$ cat src/rtl/fexc_pkg.sv
package fexc_pkg;
  localparam int FLAG_W       = 5;
  localparam int TEN_LSB      = 23;
  localparam int ACC_LSB      = 5;
  localparam int CUR_LSB      = 0;
  localparam int TRAP_KIND_BIT = 14;
  localparam int MIN_STAT_W   = TEN_LSB + FLAG_W;

  typedef logic [FLAG_W-1:0] flag_t;
endpackage

$ cat src/rtl/fexc_prio_pick.sv
module fexc_prio_pick #(
  parameter int W = 5
) (
  input  logic [W-1:0] req,
  output logic [W-1:0] pick
);
  logic found;

  always_comb begin
    pick  = '0;
    found = 1'b0;
    for (int i = W - 1; i >= 0; i--) begin
      if (req[i] && !found) begin
        pick[i] = 1'b1;
        found   = 1'b1;
      end
    end
  end
endmodule

$ cat src/rtl/fexc_status_merge.sv
module fexc_status_merge
  import fexc_pkg::*;
#(
  parameter int STAT_W = 64
) (
  input  logic [STAT_W-1:0] stat_cur,
  input  flag_t             flags,
  output logic [STAT_W-1:0] stat_nxt,
  output logic              trap_hit
);
  flag_t enabled;
  flag_t chosen;
  flag_t cur_val;

  assign enabled  = flags & stat_cur[TEN_LSB +: FLAG_W];
  assign trap_hit = |enabled;

  fexc_prio_pick #(.W(FLAG_W)) u_pick (
    .req  (enabled),
    .pick (chosen)
  );

  assign cur_val = trap_hit ? chosen : flags;

  always_comb begin
    stat_nxt = stat_cur;
    stat_nxt[CUR_LSB +: FLAG_W] = cur_val;
    if (trap_hit) begin
      stat_nxt[TRAP_KIND_BIT] = 1'b1;
    end else begin
      stat_nxt[ACC_LSB +: FLAG_W] = stat_cur[ACC_LSB +: FLAG_W] | flags;
    end
  end
endmodule

$ cat src/rtl/fexc_pc_step.sv
module fexc_pc_step #(
  parameter int ADDR_W = 64,
  parameter int STEP   = 4
) (
  input  logic [ADDR_W-1:0] pc_cur,
  input  logic [ADDR_W-1:0] npc_cur,
  input  logic              advance,
  output logic [ADDR_W-1:0] pc_nxt,
  output logic [ADDR_W-1:0] npc_nxt
);
  localparam logic [ADDR_W-1:0] STEP_V = ADDR_W'(STEP);

  always_comb begin
    if (advance) begin
      pc_nxt  = npc_cur;
      npc_nxt = npc_cur + STEP_V;
    end else begin
      pc_nxt  = pc_cur;
      npc_nxt = npc_cur;
    end
  end
endmodule

$ cat src/rtl/fexc_recorder.sv
module fexc_recorder
  import fexc_pkg::*;
#(
  parameter int STAT_W  = 64,
  parameter int ADDR_W  = 64,
  parameter int PC_STEP = 4
) (
  input  logic              clk,
  input  logic              rst_n,
  input  logic              op_valid,
  input  logic [4:0]        op_flags,
  input  logic [STAT_W-1:0] status_in,
  input  logic [ADDR_W-1:0] pc_in,
  input  logic [ADDR_W-1:0] npc_in,
  output logic [STAT_W-1:0] status_q,
  output logic              trap_q,
  output logic [ADDR_W-1:0] pc_q,
  output logic [ADDR_W-1:0] npc_q
);
  logic [STAT_W-1:0] stat_nxt;
  logic              trap_hit;
  logic [ADDR_W-1:0] pc_nxt, npc_nxt;
  logic              trap_d;

  fexc_status_merge #(.STAT_W(STAT_W)) u_merge (
    .stat_cur (status_in),
    .flags    (op_flags),
    .stat_nxt (stat_nxt),
    .trap_hit (trap_hit)
  );

  fexc_pc_step #(.ADDR_W(ADDR_W), .STEP(PC_STEP)) u_step (
    .pc_cur  (pc_in),
    .npc_cur (npc_in),
    .advance (!trap_hit),
    .pc_nxt  (pc_nxt),
    .npc_nxt (npc_nxt)
  );

  assign trap_d = op_valid & trap_hit;

  always_ff @(posedge clk or negedge rst_n) begin
    if (!rst_n) begin
      status_q <= '0;
      pc_q     <= '0;
      npc_q    <= '0;
    end else if (op_valid) begin
      status_q <= stat_nxt;
      pc_q     <= pc_nxt;
      npc_q    <= npc_nxt;
    end
  end

  always_ff @(posedge clk or negedge rst_n) begin
    if (!rst_n) trap_q <= 1'b0;
    else        trap_q <= trap_d;
  end

  // the trap decision follows the enabled flags of the strobed operation
  a_r2_trap_decision: assert property (@(posedge clk) disable iff (!rst_n)
    op_valid |=> (trap_q == $past(|(op_flags & status_in[TEN_LSB +: FLAG_W]))));

  // a trap reports exactly one current flag
  a_r4_single_flag: assert property (@(posedge clk) disable iff (!rst_n)
    trap_q |-> ($countones(status_q[CUR_LSB +: FLAG_W]) == 1));

  // a trap leaves the accrued field alone
  a_r5_acc_kept: assert property (@(posedge clk) disable iff (!rst_n)
    op_valid |=> (!trap_q || status_q[ACC_LSB +: FLAG_W] == $past(status_in[ACC_LSB +: FLAG_W])));

  // a trap sets the trap-type marker
  a_r6_kind_mark: assert property (@(posedge clk) disable iff (!rst_n)
    trap_q |-> status_q[TRAP_KIND_BIT]);

  // a retiring operation moves the PC pair forward
  a_r7_pc_advance: assert property (@(posedge clk) disable iff (!rst_n)
    op_valid |=> (trap_q || (pc_q == $past(npc_in) && npc_q == $past(npc_in) + ADDR_W'(PC_STEP))));

  // no raised flags leaves the current field clear and no trap
  a_r8_clean_op: assert property (@(posedge clk) disable iff (!rst_n)
    (op_valid && op_flags == '0) |=> (status_q[CUR_LSB +: FLAG_W] == '0 && !trap_q));

  // idle cycles hold state and raise no trap
  a_r10_idle_hold: assert property (@(posedge clk) disable iff (!rst_n)
    !op_valid |=> ($stable(status_q) && $stable(pc_q) && $stable(npc_q) && !trap_q));
endmodule

$ cat config.mk
export PLATFORM = sky130hd
export DESIGN_NAME = fexc_recorder
export DESIGN_NICKNAME = d
export VERILOG_FILES = /design/src/rtl/fexc_pkg.sv /design/src/rtl/fexc_prio_pick.sv /design/src/rtl/fexc_status_merge.sv /design/src/rtl/fexc_pc_step.sv /design/src/rtl/fexc_recorder.sv
export SDC_FILE = /design/constraint.sdc
export NUM_CORES = 1
export LEC_CHECK = 0
export BUFFER_PORTS_ARGS = -buffer_cell sky130_fd_sc_hd__buf_2
export CAP_MARGIN = 15
export CORE_AREA = 2 2 154 156
export DETAILED_ROUTE_END_ITERATION = 10
export DIE_AREA = 0 0 156 158
export PLACE_DENSITY = 0.68
export SYNTH_ARGS = -nofsm -noshare
export SYNTH_HDL_FRONTEND = slang
export SYNTH_SLANG_ARGS = --single-unit
$ cat constraint.sdc
create_clock -name clk -period 1 [get_ports clk]
set_clock_uncertainty 0.05 [all_clocks]
set_input_delay 0.1 -clock clk [delete_from_list [all_inputs] [get_ports clk]]
set_output_delay 0.1 -clock clk [all_outputs]
set_load 0.02 [all_outputs]
---- Yosys cells after proc, flatten, opt, wreduce, memory -nomap -nowiden ----
Index checks and enable logic that the tools add are counted.
operators by class
  add/sub/neg operators ................... 1
  multiply operators ...................... 0
  div/mod/pow operators ................... 0
  magnitude comparators ................... 0
  equality and inequality tests ........... 0
  shift-type cells ........................ 0
  muxes and demuxes ....................... 13
  bitwise logic cells ..................... 3
  reduce and logical (&&, ||, !) cells .... 9
operator list
  kind                     count
  $mux W64                 2
  $add A64 B3 Y64 const B  1
  $mux W5                  2
  $mux W1                  9
  $and A5 B5 Y5            1
  $or A5 B5 Y5             1
  $reduce_or A5 Y1         1
  $logic_and A1 B1 Y1      4
  $logic_not A1 Y1         4
  $and A1 B1 Y1            1
word-level totals
  bits in registers ....................... 193
  latch bits .............................. 0
  bits in writable memories ............... 0
  memory bits (read-only) ................. 0
  input bits .............................. 200
  output and inout bits ................... 193
  logic and storage cells ................. 30
  memories kept ........................... 0

---- Longest topological paths before layout ----
  depth after elaboration ................. 15
  gate-level depth with buffers ........... 8

---- By module ----
A second synthesis with hierarchy kept.
unflattened totals
  cells, all modules ...................... 791
  area total of the unflattened synthesis .. 10,089.7 µm²
modules (own cells, without submodules)
  module             times used  cells an instance  area each (µm²)
  fexc_recorder      1           408                7,218.2
  fexc_pc_step       1           302                2,217.1
  fexc_status_merge  1           75                 599.3
  fexc_prio_pick     1           6                  55.1

---- Worst setup path before layout ----
Ideal clock, no wire load.
  path type ............................... input port to flip-flop
  from .................................... input npc_in[5]
  to ...................................... register npc_q[45]
  library setup time ...................... 82 ps
  data arrival time ....................... 2,052 ps
  data required time ...................... 868 ps
  slack ................................... -1,184 ps
  cell stages on the path ................. 7
  cell sequence ........................... buf_2 -> nand4_2 -> or4_4 -> or4_1 -> buf_2 -> or3_1 -> a31oi_1
between the ends
  word-level cells in the longest chain between the ends .. 2
ends and longest elaborated chain
  item                  line                 source
  start, declared       fexc_recorder.sv:14  input logic [ADDR_W-1:0] npc_in,
  $add A64 B3 Y64       fexc_pc_step.sv:16   npc_nxt = npc_cur + STEP_V;
  $mux W64              fexc_pc_step.sv:14   if (advance) begin
  end signal, assigned  fexc_recorder.sv:50  npc_q <= npc_nxt;
  end, declared         fexc_recorder.sv:18  output logic [ADDR_W-1:0] npc_q
No other way between the ends.
A chain may end at the register's enable or synchronous reset.

---- Worst setup path after layout ----
  from .................................... input op_flags[2]
  to ...................................... register npc_q[45]
between the ends
  word-level cells in the longest chain between the ends .. 3
ends and longest elaborated chain
  item              line                     source
  start, declared   fexc_recorder.sv:11      input logic [4:0] op_flags,
  $and A5 B5 Y5     fexc_status_merge.sv:15  assign enabled = flags & stat_cur[TEN_LSB +: FLAG_W];
  $reduce_or A5 Y1  fexc_status_merge.sv:16  assign trap_hit = |enabled;
  $mux W64          fexc_pc_step.sv:14
No other way between the ends.

==> metrics.md <==
| Metric | Value |
|---|---|
| Reg area | `0.004831 sq mm` |
| Most frequent cell after synthesis | `dfrtp_1` |
| Crit-path cells | `buf_6 > a222oi_1 > buf_4 > nand4b_1 > or4_4 > buf_8 > or3_1 > a31oi_1` |
| Largest cells by area after synthesis | `dfrtp_1 53%, mux2_2 6.8%, nand2_1 6.6%` |
| Ys Warns | `0` |
| Die Ht | `158 microns` |
| WP buf/inv | `3` |
| Area post-placement | `0.01282 sq mm` |
| Area Growth Syn to Fin | `98.31%` |
| Mapped cell area | `0.009056 sq mm` |
| Mapped Cells | `969` |
| Hold WS | `0.02109 ns` |
| Die Width | `156 microns` |
| Starting DRT DRC Count | `755` |
| Clock slew at reported path FFs | `0.09 ns` |
| Critical Path AT | `2.22 ns` |
| Max FO, Critical Path | `18` |
| Pins Over Slew Limit | `0` |
| Die ar. | `0.02465 sq mm` |
| # clock sinks | `193` |
| Total Wirelength | `43.73 mm` |
| Pre-CTS setup slack | `-1.311 ns` |
| Largest net degree at the start of global routing | `48` |
| Kind of critical path | `primary input to flip-flop` |
| Initial antenna violation count | `4` |
| Fin. Hold Viols | `0` |
| Outcome | `complete, but fails checks` |
| Num ports | `393` |
| CTS Buf Count | `17` |
| RSZ-0062 raised after global routing | `yes` |
| Failing checks | `setup timing` |
| Period minus WS final | `1.933 ns` |
| Synth area leader | `dfrtp_1` |
| Crit path largest cell delay | `0.47 ns` |
| Layout Cells excl Fill | `2033` |
| Post-synth cell types | `40` |
| Syn Area/Cell | `9.346 sq um` |
| Initial core utilization | `39.29%` |
| Synth Register Bits | `193` |
| Routed Antenna Nets | `0` |
| Crit share post-route | `193.3%` |
| FMAX | `517.3 MHz` |
| All-Layer GR Usage | `28.64%` |
| Commonest cells post-synth | `193 x dfrtp_1, 160 x nand2_1, 143 x nor2_1` |
| Global-route wire length before repair | `54.87 mm` |
| Synth Net Count | `1170` |
| Finish-stage setup viols | `330` |
| Clock Tree Root | `clkbuf_16` |
| Post-synth ARST share | `100.0%` |
| Share of post-route cells with drive strength above 1 | `51.55%` |
| Clk Latency, worst-skew pair | `0.43 ns` |
| Input/output buffers | `387` |
| Placed insts | `1764` |
| CTS tree | `built` |
| Register area share after synthesis | `53.33%` |
| Total global routing overflow | `0` |
| Number of flops mapped to enable cells by yosys | `0` |
| Core Box Area | `0.02305 sq mm` |
| Clock Path Buffers | `2` |
| Drt first pass iters | `5` |
| Max VDD drop | `0.8096 mV` |
| # DRC | `0` |
| Main flop type after synthesis | `dfrtp_1` |
| Via count | `11400` |
| Worst-Margin Slew | `0.4638 ns` |
| PD cells | `1362 mW/mm^2` |
| Pleak | `8.345 nW` |
| Fillers | `1286` |
| Synth top area share | `53.33%` |
| Fin worst setup slack | `-0.9333 ns` |
| Post-route cell area | `0.01796 sq mm` |
| CTS H-tree depth | `4` |
| Via/cell ratio | `5.606` |
| Overall power | `24.47 mW` |
| FP Rows | `56` |
| Final nets | `1926` |
| Number of max-cap violations | `0` |
| CP endpoint kind | `flip-flop` |
| Routed WL per cell | `21.51 microns` |
| Relative slew margins | `69.08%` |
| Placer Congestion | `0.8550` |
| Crit path max-delay cell type | `a222oi_1` |
| Vias in the first global route | `10270` |
| CP top delay family | `simple AND/OR/NAND/NOR gates` |
| Multi-input gate area | `0.004885 sq mm` |
| Startpoint types | `primary input` |
| Worst hold path class | `primary input to flip-flop` |
| Data required, critical path | `1.29 ns` |
| Detail Placement HPWL | `23.13 mm` |
[final timing paths]
path                       cells after the start         from  slack, ns            to
setup / recovery                               8  op_flags[2]      -0.93     npc_q[45]
hold / removal                                 4   npc_in[28]       0.02      pc_q[28]
setup reg to reg                               3     pc_q[43]       0.01      pc_q[43]
hold reg to reg                                1  status_q[3]       0.47   status_q[3]
max in group asynchronous                      3        rst_n       0.28  status_q[11]
min in group asynchronous                      2        rst_n       0.11     npc_q[52]
[cell families after synthesis]
| kind of cell | share of synthesized area, % |
|---|---|
| AND/OR/NAND/NOR | 21.54 |
| flip-flops | 53.33 |
| AO/OA/AOI/OAI | 11.36 |
| buffers and inverters | 3.413 |
| multiplexers | 6.839 |
| XOR/XNOR | 3.385 |
| adder cells (fa/ha/maj) | 0.1381 |
[area by class of cell]
type                            instances  share of cell area, %
Clock inverter                         13                 0.9126
Multi-Input combinational cell        695                  27.20
Tap cell                              290                  2.020
Timing Repair Buffer                  801                  40.14
Inverter                               17                 0.3553
Sequential cell                       193                  26.90
Antenna cell                            5                0.06967
Clock buffer                           19                  2.410
[worst min-delay path, cell delays in order]
cell and delay, ns:
buf_2 0.11, buf_4 0.14, nand2_4 0.05, a31oi_1 0.07
[layout by cell type, fill, tap and decap left out, drive strengths merged, types with 4 or more instances in the layout]
master / n
a21oi: 47
a31oi: 91
and2: 5
and3: 5
and4: 4
buf: 658
clkbuf: 24
dfrtp: 193
diode: 5
dlygate4sd3: 138
inv: 25
mux2: 55
nand2: 160
nand3: 21
nand3b: 5
nand4: 29
nor2: 143
nor3: 12
nor4: 18
o21ai: 23
or3: 17
or4: 5
xnor2: 25
xor2: 10
[metrics by stage]
step | TNS, ns | utilization (%)
floorplan | -101.07 | -
global placement | -130.56 | 55.63
detailed placement | -135.89 | 55.63
CTS | -106.57 | 68.38
global route | -123.20 | 77.90
finish | -112.37 | 77.91
[per-layer routing]
metal | global-route usage [%] | vias up | share of wire [%]
met5 | 0 | - | 0
met4 | 10.75 | 0 | 5.4
met3 | 6.515 | 207 | 8.3
met2 | 49.45 | 696 | 51
met1 | 35.14 | 5570 | 36
li1 | - | 4925 | -
[sequential cells by signal, summed over array words and instances, names as in the netlist]
name,flops
npc_q,64
pc_q,64
status_q,64
trap_q,1
[where the power goes]
group          switching (mW)  leakage [nW]  internal [mW]
registers               0.687          2.20           8.62
logic                    3.84          5.86           4.08
clock network            3.43         0.287           3.80
[what timing repair did]
action	4_1_cts	5_1_grt
cloned	11	5
resized for setup	146	508
endpoints found under the setup margin	329	329
hold buffers	137	1
setup buffers	20	70
endpoints found under the hold margin	322	1
pin swaps	100	81
Note: power is estimated with default switching activity, not from simulation.
